--- config.mk ---
export PLATFORM = sky130hd
export DESIGN_NAME = vec_irq_ctrl
export DESIGN_NICKNAME = d
export VERILOG_FILES = /design/src/rtl/vec_irq_pkg.sv /design/src/rtl/vec_irq_flag_bank.sv /design/src/rtl/vec_irq_prio_enc.sv /design/src/rtl/vec_irq_master_en.sv /design/src/rtl/vec_irq_ctrl.sv
export SDC_FILE = /design/constraint.sdc
export NUM_CORES = 1
export LEC_CHECK = 0
export BUFFER_PORTS_ARGS = -buffer_cell sky130_fd_sc_hd__buf_4
export CORE_MARGIN = 5
export CORE_UTILIZATION = 41
export DETAILED_ROUTE_END_ITERATION = 12
export PLACE_DENSITY = 0.81
export SETUP_SLACK_MARGIN = 0.5
export SLEW_MARGIN = 10
export SYNTH_ARGS = -nofsm -noshare
export SYNTH_HDL_FRONTEND = slang
export SYNTH_SLANG_ARGS = --single-unit
--- constraint.sdc ---
create_clock -name clk_i -period 1.6 [get_ports clk_i]
set_input_delay 0.16 -clock clk_i [delete_from_list [all_inputs] [get_ports clk_i]]
set_output_delay 0.16 -clock clk_i [all_outputs]
set_load 0.05 [all_outputs]
--- src/rtl/vec_irq_pkg.sv ---
`timescale 1ns/1ps
package vec_irq_pkg;
   localparam int unsigned BUS_AW = 16;
   localparam int unsigned BUS_DW = 8;
   typedef logic [BUS_AW-1:0] bus_addr_t;
   typedef logic [BUS_DW-1:0] bus_data_t;
endpackage

--- src/rtl/vec_irq_flag_bank.sv ---
`timescale 1ns/1ps
module vec_irq_flag_bank
   import vec_irq_pkg::*;
#(
   parameter int unsigned NSRC      = 5,
   parameter bus_addr_t   FLAG_ADDR = 16'hFF0F,
   parameter bus_addr_t   MASK_ADDR = 16'hFFFF
) (
   input  logic            clk_i,
   input  logic            rst_ni,
   input  logic [NSRC-1:0] src_i,
   input  logic [NSRC-1:0] clr_i,
   input  bus_addr_t       addr_i,
   input  logic            we_i,
   input  bus_data_t       wdata_i,
   output bus_data_t       rdata_o,
   output logic [NSRC-1:0] flag_o,
   output logic [NSRC-1:0] mask_o
);
   localparam int unsigned PAD = BUS_DW - NSRC;

   logic      wr_flag, wr_mask;
   bus_data_t mask_q;
   bus_data_t flag_rd;

   assign wr_flag = we_i && (addr_i == FLAG_ADDR);
   assign wr_mask = we_i && (addr_i == MASK_ADDR);

   for (genvar i = 0; i < NSRC; i++) begin : g_flag
      always_ff @(posedge clk_i or negedge rst_ni) begin
         if (!rst_ni)          flag_o[i] <= 1'b0;
         else if (src_i[i])    flag_o[i] <= 1'b1;
         else if (wr_flag)     flag_o[i] <= wdata_i[i];
         else if (clr_i[i])    flag_o[i] <= 1'b0;
      end

      AST_SRC_STICKS: assert property (@(posedge clk_i) disable iff (!rst_ni)
         src_i[i] |=> flag_o[i]);
   end

   always_ff @(posedge clk_i or negedge rst_ni) begin
      if (!rst_ni)      mask_q <= '0;
      else if (wr_mask) mask_q <= wdata_i;
   end
   assign mask_o = mask_q[NSRC-1:0];

   if (PAD > 0) begin : g_pad
      assign flag_rd = {{PAD{1'b1}}, flag_o};
   end else begin : g_nopad
      assign flag_rd = flag_o;
   end

   always_comb begin
      if (addr_i == FLAG_ADDR)      rdata_o = flag_rd;
      else if (addr_i == MASK_ADDR) rdata_o = mask_q;
      else                          rdata_o = '0;
   end

   AST_HI_BITS_ONE: assert property (@(posedge clk_i) disable iff (!rst_ni)
      (addr_i == FLAG_ADDR) |-> (rdata_o[BUS_DW-1:NSRC] == '1));
endmodule

--- src/rtl/vec_irq_prio_enc.sv ---
`timescale 1ns/1ps
module vec_irq_prio_enc #(
   parameter int unsigned NSRC     = 5,
   parameter int unsigned VW       = 16,
   parameter int unsigned VEC_BASE = 'h40,
   parameter int unsigned VEC_STEP = 8
) (
   input  logic [NSRC-1:0] req_i,
   output logic            any_o,
   output logic [NSRC-1:0] win_oh_o,
   output logic [VW-1:0]   vec_o
);
   localparam int unsigned IDXW = (NSRC > 1) ? $clog2(NSRC) : 1;

   logic [IDXW-1:0] idx;

   always_comb begin
      idx = '0;
      for (int i = NSRC - 1; i >= 0; i--) begin
         if (req_i[i]) idx = IDXW'(i);
      end
   end

   assign any_o    = |req_i;
   assign win_oh_o = any_o ? (NSRC'(1) << idx) : '0;
   assign vec_o    = any_o ? VW'(VEC_BASE + int'(idx) * VEC_STEP) : '0;
endmodule

--- src/rtl/vec_irq_master_en.sv ---
`timescale 1ns/1ps
module vec_irq_master_en #(
   parameter int unsigned SVC_CYC = 5
) (
   input  logic clk_i,
   input  logic rst_ni,
   input  logic ei_i,
   input  logic di_i,
   input  logic done_i,
   input  logic ack_i,
   output logic ime_o,
   output logic busy_o
);
   localparam int unsigned CW = $clog2(SVC_CYC + 1);

   logic          armed_q;
   logic [CW-1:0] cnt_q;

   always_ff @(posedge clk_i or negedge rst_ni) begin
      if (!rst_ni) begin
         ime_o   <= 1'b0;
         armed_q <= 1'b0;
      end else begin
         if (ack_i || di_i)                  ime_o <= 1'b0;
         else if (done_i && armed_q && !ei_i) ime_o <= 1'b1;

         if (di_i)                armed_q <= 1'b0;
         else if (ei_i)           armed_q <= 1'b1;
         else if (done_i)         armed_q <= 1'b0;
      end
   end

   always_ff @(posedge clk_i or negedge rst_ni) begin
      if (!rst_ni)            cnt_q <= '0;
      else if (ack_i)         cnt_q <= CW'(SVC_CYC);
      else if (cnt_q != '0)   cnt_q <= cnt_q - 1'b1;
   end
   assign busy_o = (cnt_q != '0);

   AST_EI_DELAYED: assert property (@(posedge clk_i) disable iff (!rst_ni)
      $rose(ime_o) |-> ($past(done_i) && !$past(ei_i)));
   AST_DI_CLEARS: assert property (@(posedge clk_i) disable iff (!rst_ni)
      di_i |=> !ime_o);
endmodule

--- src/rtl/vec_irq_ctrl.sv ---
`timescale 1ns/1ps
module vec_irq_ctrl
   import vec_irq_pkg::*;
#(
   parameter int unsigned NSRC      = 5,
   parameter int unsigned VW        = 16,
   parameter int unsigned VEC_BASE  = 'h40,
   parameter int unsigned VEC_STEP  = 8,
   parameter int unsigned SVC_CYC   = 5,
   parameter bus_addr_t   FLAG_ADDR = 16'hFF0F,
   parameter bus_addr_t   MASK_ADDR = 16'hFFFF
) (
   input  logic            clk_i,
   input  logic            rst_ni,
   input  logic [NSRC-1:0] src_req_i,
   input  logic [15:0]     bus_addr_i,
   input  logic            bus_we_i,
   input  logic [7:0]      bus_wdata_i,
   output logic [7:0]      bus_rdata_o,
   input  logic            ei_i,
   input  logic            di_i,
   input  logic            insn_done_i,
   output logic            take_o,
   output logic [VW-1:0]   vector_o,
   input  logic            ack_i,
   output logic            svc_busy_o
);
   if (NSRC < 1 || NSRC > BUS_DW) begin : g_bad_nsrc
      $error("NSRC must lie in 1..BUS_DW");
   end
   if (SVC_CYC < 1) begin : g_bad_svc
      $error("SVC_CYC must be at least 1");
   end
   if (VEC_STEP < 1 || VW < 8) begin : g_bad_vec
      $error("vector geometry out of range");
   end

   logic [NSRC-1:0] flag, mask, pend, win_oh, clr;
   logic            any_pend, ime, ack_fire, wr_flag;

   vec_irq_flag_bank #(
      .NSRC(NSRC), .FLAG_ADDR(FLAG_ADDR), .MASK_ADDR(MASK_ADDR)
   ) u_bank (
      .clk_i(clk_i), .rst_ni(rst_ni), .src_i(src_req_i), .clr_i(clr),
      .addr_i(bus_addr_i), .we_i(bus_we_i), .wdata_i(bus_wdata_i),
      .rdata_o(bus_rdata_o), .flag_o(flag), .mask_o(mask)
   );

   assign pend = flag & mask;

   vec_irq_prio_enc #(
      .NSRC(NSRC), .VW(VW), .VEC_BASE(VEC_BASE), .VEC_STEP(VEC_STEP)
   ) u_enc (
      .req_i(pend), .any_o(any_pend), .win_oh_o(win_oh), .vec_o(vector_o)
   );

   vec_irq_master_en #(.SVC_CYC(SVC_CYC)) u_men (
      .clk_i(clk_i), .rst_ni(rst_ni), .ei_i(ei_i), .di_i(di_i),
      .done_i(insn_done_i), .ack_i(ack_fire), .ime_o(ime), .busy_o(svc_busy_o)
   );

   assign take_o   = ime && any_pend && !svc_busy_o;
   assign ack_fire = ack_i && take_o;
   assign clr      = ack_fire ? win_oh : '0;
   assign wr_flag  = bus_we_i && (bus_addr_i == FLAG_ADDR);

   AST_TAKE_GATED: assert property (@(posedge clk_i) disable iff (!rst_ni)
      take_o |-> (ime && !svc_busy_o && (pend != '0)));
   AST_LOWEST_WINS: assert property (@(posedge clk_i) disable iff (!rst_ni)
      any_pend |-> ($onehot(win_oh) && ((win_oh & pend) == win_oh)
                    && (((win_oh - 1'b1) & pend) == '0)));
   AST_ACK_DROPS_IME: assert property (@(posedge clk_i) disable iff (!rst_ni)
      ack_fire |=> (!ime && svc_busy_o));
   AST_ONE_CLEAR: assert property (@(posedge clk_i) disable iff (!rst_ni)
      (ack_fire && !wr_flag && (src_req_i == '0))
         |=> ($countones(flag) == $past($countones(flag)) - 1));
   AST_IDLE_ACK: assert property (@(posedge clk_i) disable iff (!rst_ni)
      (ack_i && !take_o && !wr_flag && (src_req_i == '0)) |=> $stable(flag));
endmodule

==> impl_metrics.toml <==
[placement]
place_inst = 200
gp_congestion = 0.856
dp_hpwl_um = 2810
place_ws_ns = -0.0322
io_buffers = 49
dpl_cell_area_sq_um = 1750

[layout]
final_util_pct = 83.1
nets = 242
final_area_sq_um = 2310
num_antenna_cells = 0
area_growth_pct = 91.0
fin_cells = 234
drive_gt1_share_pct = 75.9

[floorplanning]
std_cell_rows = 19
core_sq_um = 2780
ios = 62
die_area_sq_um = 4140
die_w_um = 64.3
fp.dieH_um = 64.3
start_util_pct = 43.5

[logic_synthesis]
syn_area_per_cell_sq_um = 10.5
synthesis.area_sq_um = 1210
synthAdderAreaFrac_pct = 2.07
synth_xor_area_share_pct = 0.724
synth-warning-count = 0
synth-simple-area-share_pct = 19.2
yosys-mux-area-fraction_pct = 8.27
yosysSeqAreaShare_pct = 37.2
ys.flop_type = "dfrtp_1"
synth_compound_gate_area_share_pct = 21.2
synth-seq-cells = 18
synth_edf_count = 0
async_flop_share_pct = 100
syn_inst = 115
synth.distinct_cells = 37
synth_top_family_by_area = "compound AO/OA/AOI/OAI gates"

[clocking]
cts.path.max_buffers = 2
numClockSinks = 18
insertion_delay_ns = 0.32
clk_pin_slew_ns = 0.13
cts_buffers = 3
root_buffer = "clkbuf_4"
cts_tree = "yes"
cts-htree-levels = 1

[detailed_routing]
via_per_inst = 5.85
first_iter_violations = 65
final_antenna_net_count = 0
firstDrtPassIters = 4
post_drt_wl_per_cell_um = 22.2
num_vias = 1370
routed_wl_um = 5200
drc = 0

[critical_path]
slowest_delay_ns = 0.45
cp.arrival_ns = 1.52
worstPathRequired_ns = 1.44
crit_type = "flop to output pin"
cp-start-kind = "flop"
critPathMaxFanout = 3
crit_chain = "a22oi_2, nand3_2, and3_4, buf_6"
r2r_cells = 6
cpMaxStageDelayCell = "dfrtp_2"
crit_path_end_kind = "output pin"

[sta]
grt_setup_unrepaired = "yes"
hold_viol_final = 0
fin_skew_ns = 0.00491
finalCriticalPeriod_ns = 1.68
max_clock_freq_mhz = 594
worst_slack_ns = -0.0827
fin_crit_sh_pct = 105
final-setup-viol-count = 10
slew_viol_final = 0

[grt]
grt.overflow.total = 0
groute.usage.overall_pct = 23.4
grt_antenna_before_repair = 0
grt_max_degree = 19
grt_pass1_wl_um = 7500
grt_pass1_vias = 1459

[worst_hold_path]
hold_path_class = "input pin to flop"
hold_path_depth = 2

[run]
maxCapViolations = 0

[status]
status = "finished, violations left"
violations = "negative setup slack"

[pwr]
power_w = 0.00152
p_per_area_nw_per_um2 = 659
p_leak_nw = 1.09
max-vdd-ir-drop_uv = 938
-- critical path, delay by kind of cell (launching register included) --
kind            cells  cell delay, ns
flops               1            0.45
buf+inv             1            0.14
simple gates        2            0.34
compound gates      1            0.27
-- sequential cells by signal, indices dropped and copies added, names as in the netlist --
register and cells:
u_men.ime_o 1, u_men.cnt_q 3, u_bank.mask_q 8, u_bank.flag_o 5, u_men.armed_q 1
-- worst paths after layout --
path | startpoint | to | slack [ns]
min reg2reg | u_bank.mask_q[5] | u_bank.mask_q[5] | 0.55
max in group asynchronous | rst_ni | u_bank.mask_q[2] | 1.15
max | u_bank.mask_q[3] | take_o | -0.08
min in group asynchronous | rst_ni | u_bank.mask_q[6] | 0.23
min | di_i | u_men.ime_o | 0.007
max reg2reg | u_men.cnt_q[1] | u_bank.flag_o[4] | -0.05
-- stage by stage --
stage / TNS (ns) / hold slack (ns)
floorplan: 0 / -0.136
CTS: -0.0143 / 0.00980
detailed placement: -0.0322 / 0.0435
finish: -0.298 / 0.00738
global placement: 0 / 0.0399
global route: -1.01 / 0.00794
-- placed cells by master (no fill, tap or decap), types with 3 or more instances in the layout --
cell type  instances
a211o_1            3
nor4_4             3
a31oi_1            3
buf_4             53
conb_1            12
buf_8             10
mux2_2             8
a21oi_1            3
inv_2              3
dfrtp_1           10
nand2_2            3
a21o_4             3
clkbuf_4           3
dfrtp_2            8
a22o_4             6
buf_6             22
inv_1              5
-- cell families after synthesis --
kind of cell             count (synthesis)
AO/OA/AOI/OAI                           33
XOR/XNOR                                 1
adder cells (fa/ha/maj)                  2
buffers and inverters                   22
flip-flops                              18
multiplexers                             9
other                                    1
AND/OR/NAND/NOR                         29
-- metal layers --
metal | global-route usage, % | share of wire [%] | routed length [um] | vias up
met2 | 43.0 | 51 | 2640 | 75
met3 | 3.50 | 5.7 | 297 | 29
met5 | 0 | 0 | 0 | -
li1 | - | - | - | 587
met1 | 26.6 | 37 | 1930 | 679
met4 | 9.67 | 6.5 | 337 | 0
-- report_power, final --
part / internal (W) / switching [W] / leakage [nW]
registers: 0.000500 / 0.0000397 / 0.210
logic: 0.000298 / 0.000370 / 0.861
clock network: 0.000139 / 0.000176 / 0.0210
total: 0.000937 / 0.000586 / 1.09
-- timing repair --
| action | 4_1_cts | 5_1_grt |
|---|---|---|
| buffers inserted | 23 | 6 |
| gates resized for setup | 61 | 16 |
| pin swaps | 20 | 14 |
| endpoints found under the setup margin | 23 | 31 |
| hold buffers | 1 | 0 |
| endpoints found under the hold margin | 18 | 0 |
-- cell usage after synthesis, types with 2 or more instances --
master	instances	share of area (%)
dfrtp_1	18	37
buf_4	13	8.1
inv_1	8	2.5
mux2_2	8	7.4
nand2_1	7	2.2
a22o_1	6	4.3
a21oi_1	4	1.7
a31oi_1	4	2.1
nor2_1	4	1.2
a211o_1	3	2.2
a21o_1	3	1.9
nor4_4	3	5.3
o21ai_0	3	1.2
a21bo_2	2	1.7
and3_1	2	1.0
ha_1	2	2.1
nand2b_1	2	1.0
nand4_1	2	1.0
nand4_4	2	3.5
nor3_1	2	0.83
-- final cells by class --
type | count | area, sq um
clock buffers | 4 | 36.3
fillers | 139 | 470
inverters | 8 | 30.0
multi-input cells | 86 | 920
flip-flops and latches | 18 | 460
well taps | 31 | 38.8
repair buffers | 87 | 826
Note: power is estimated with default switching activity, not from simulation.
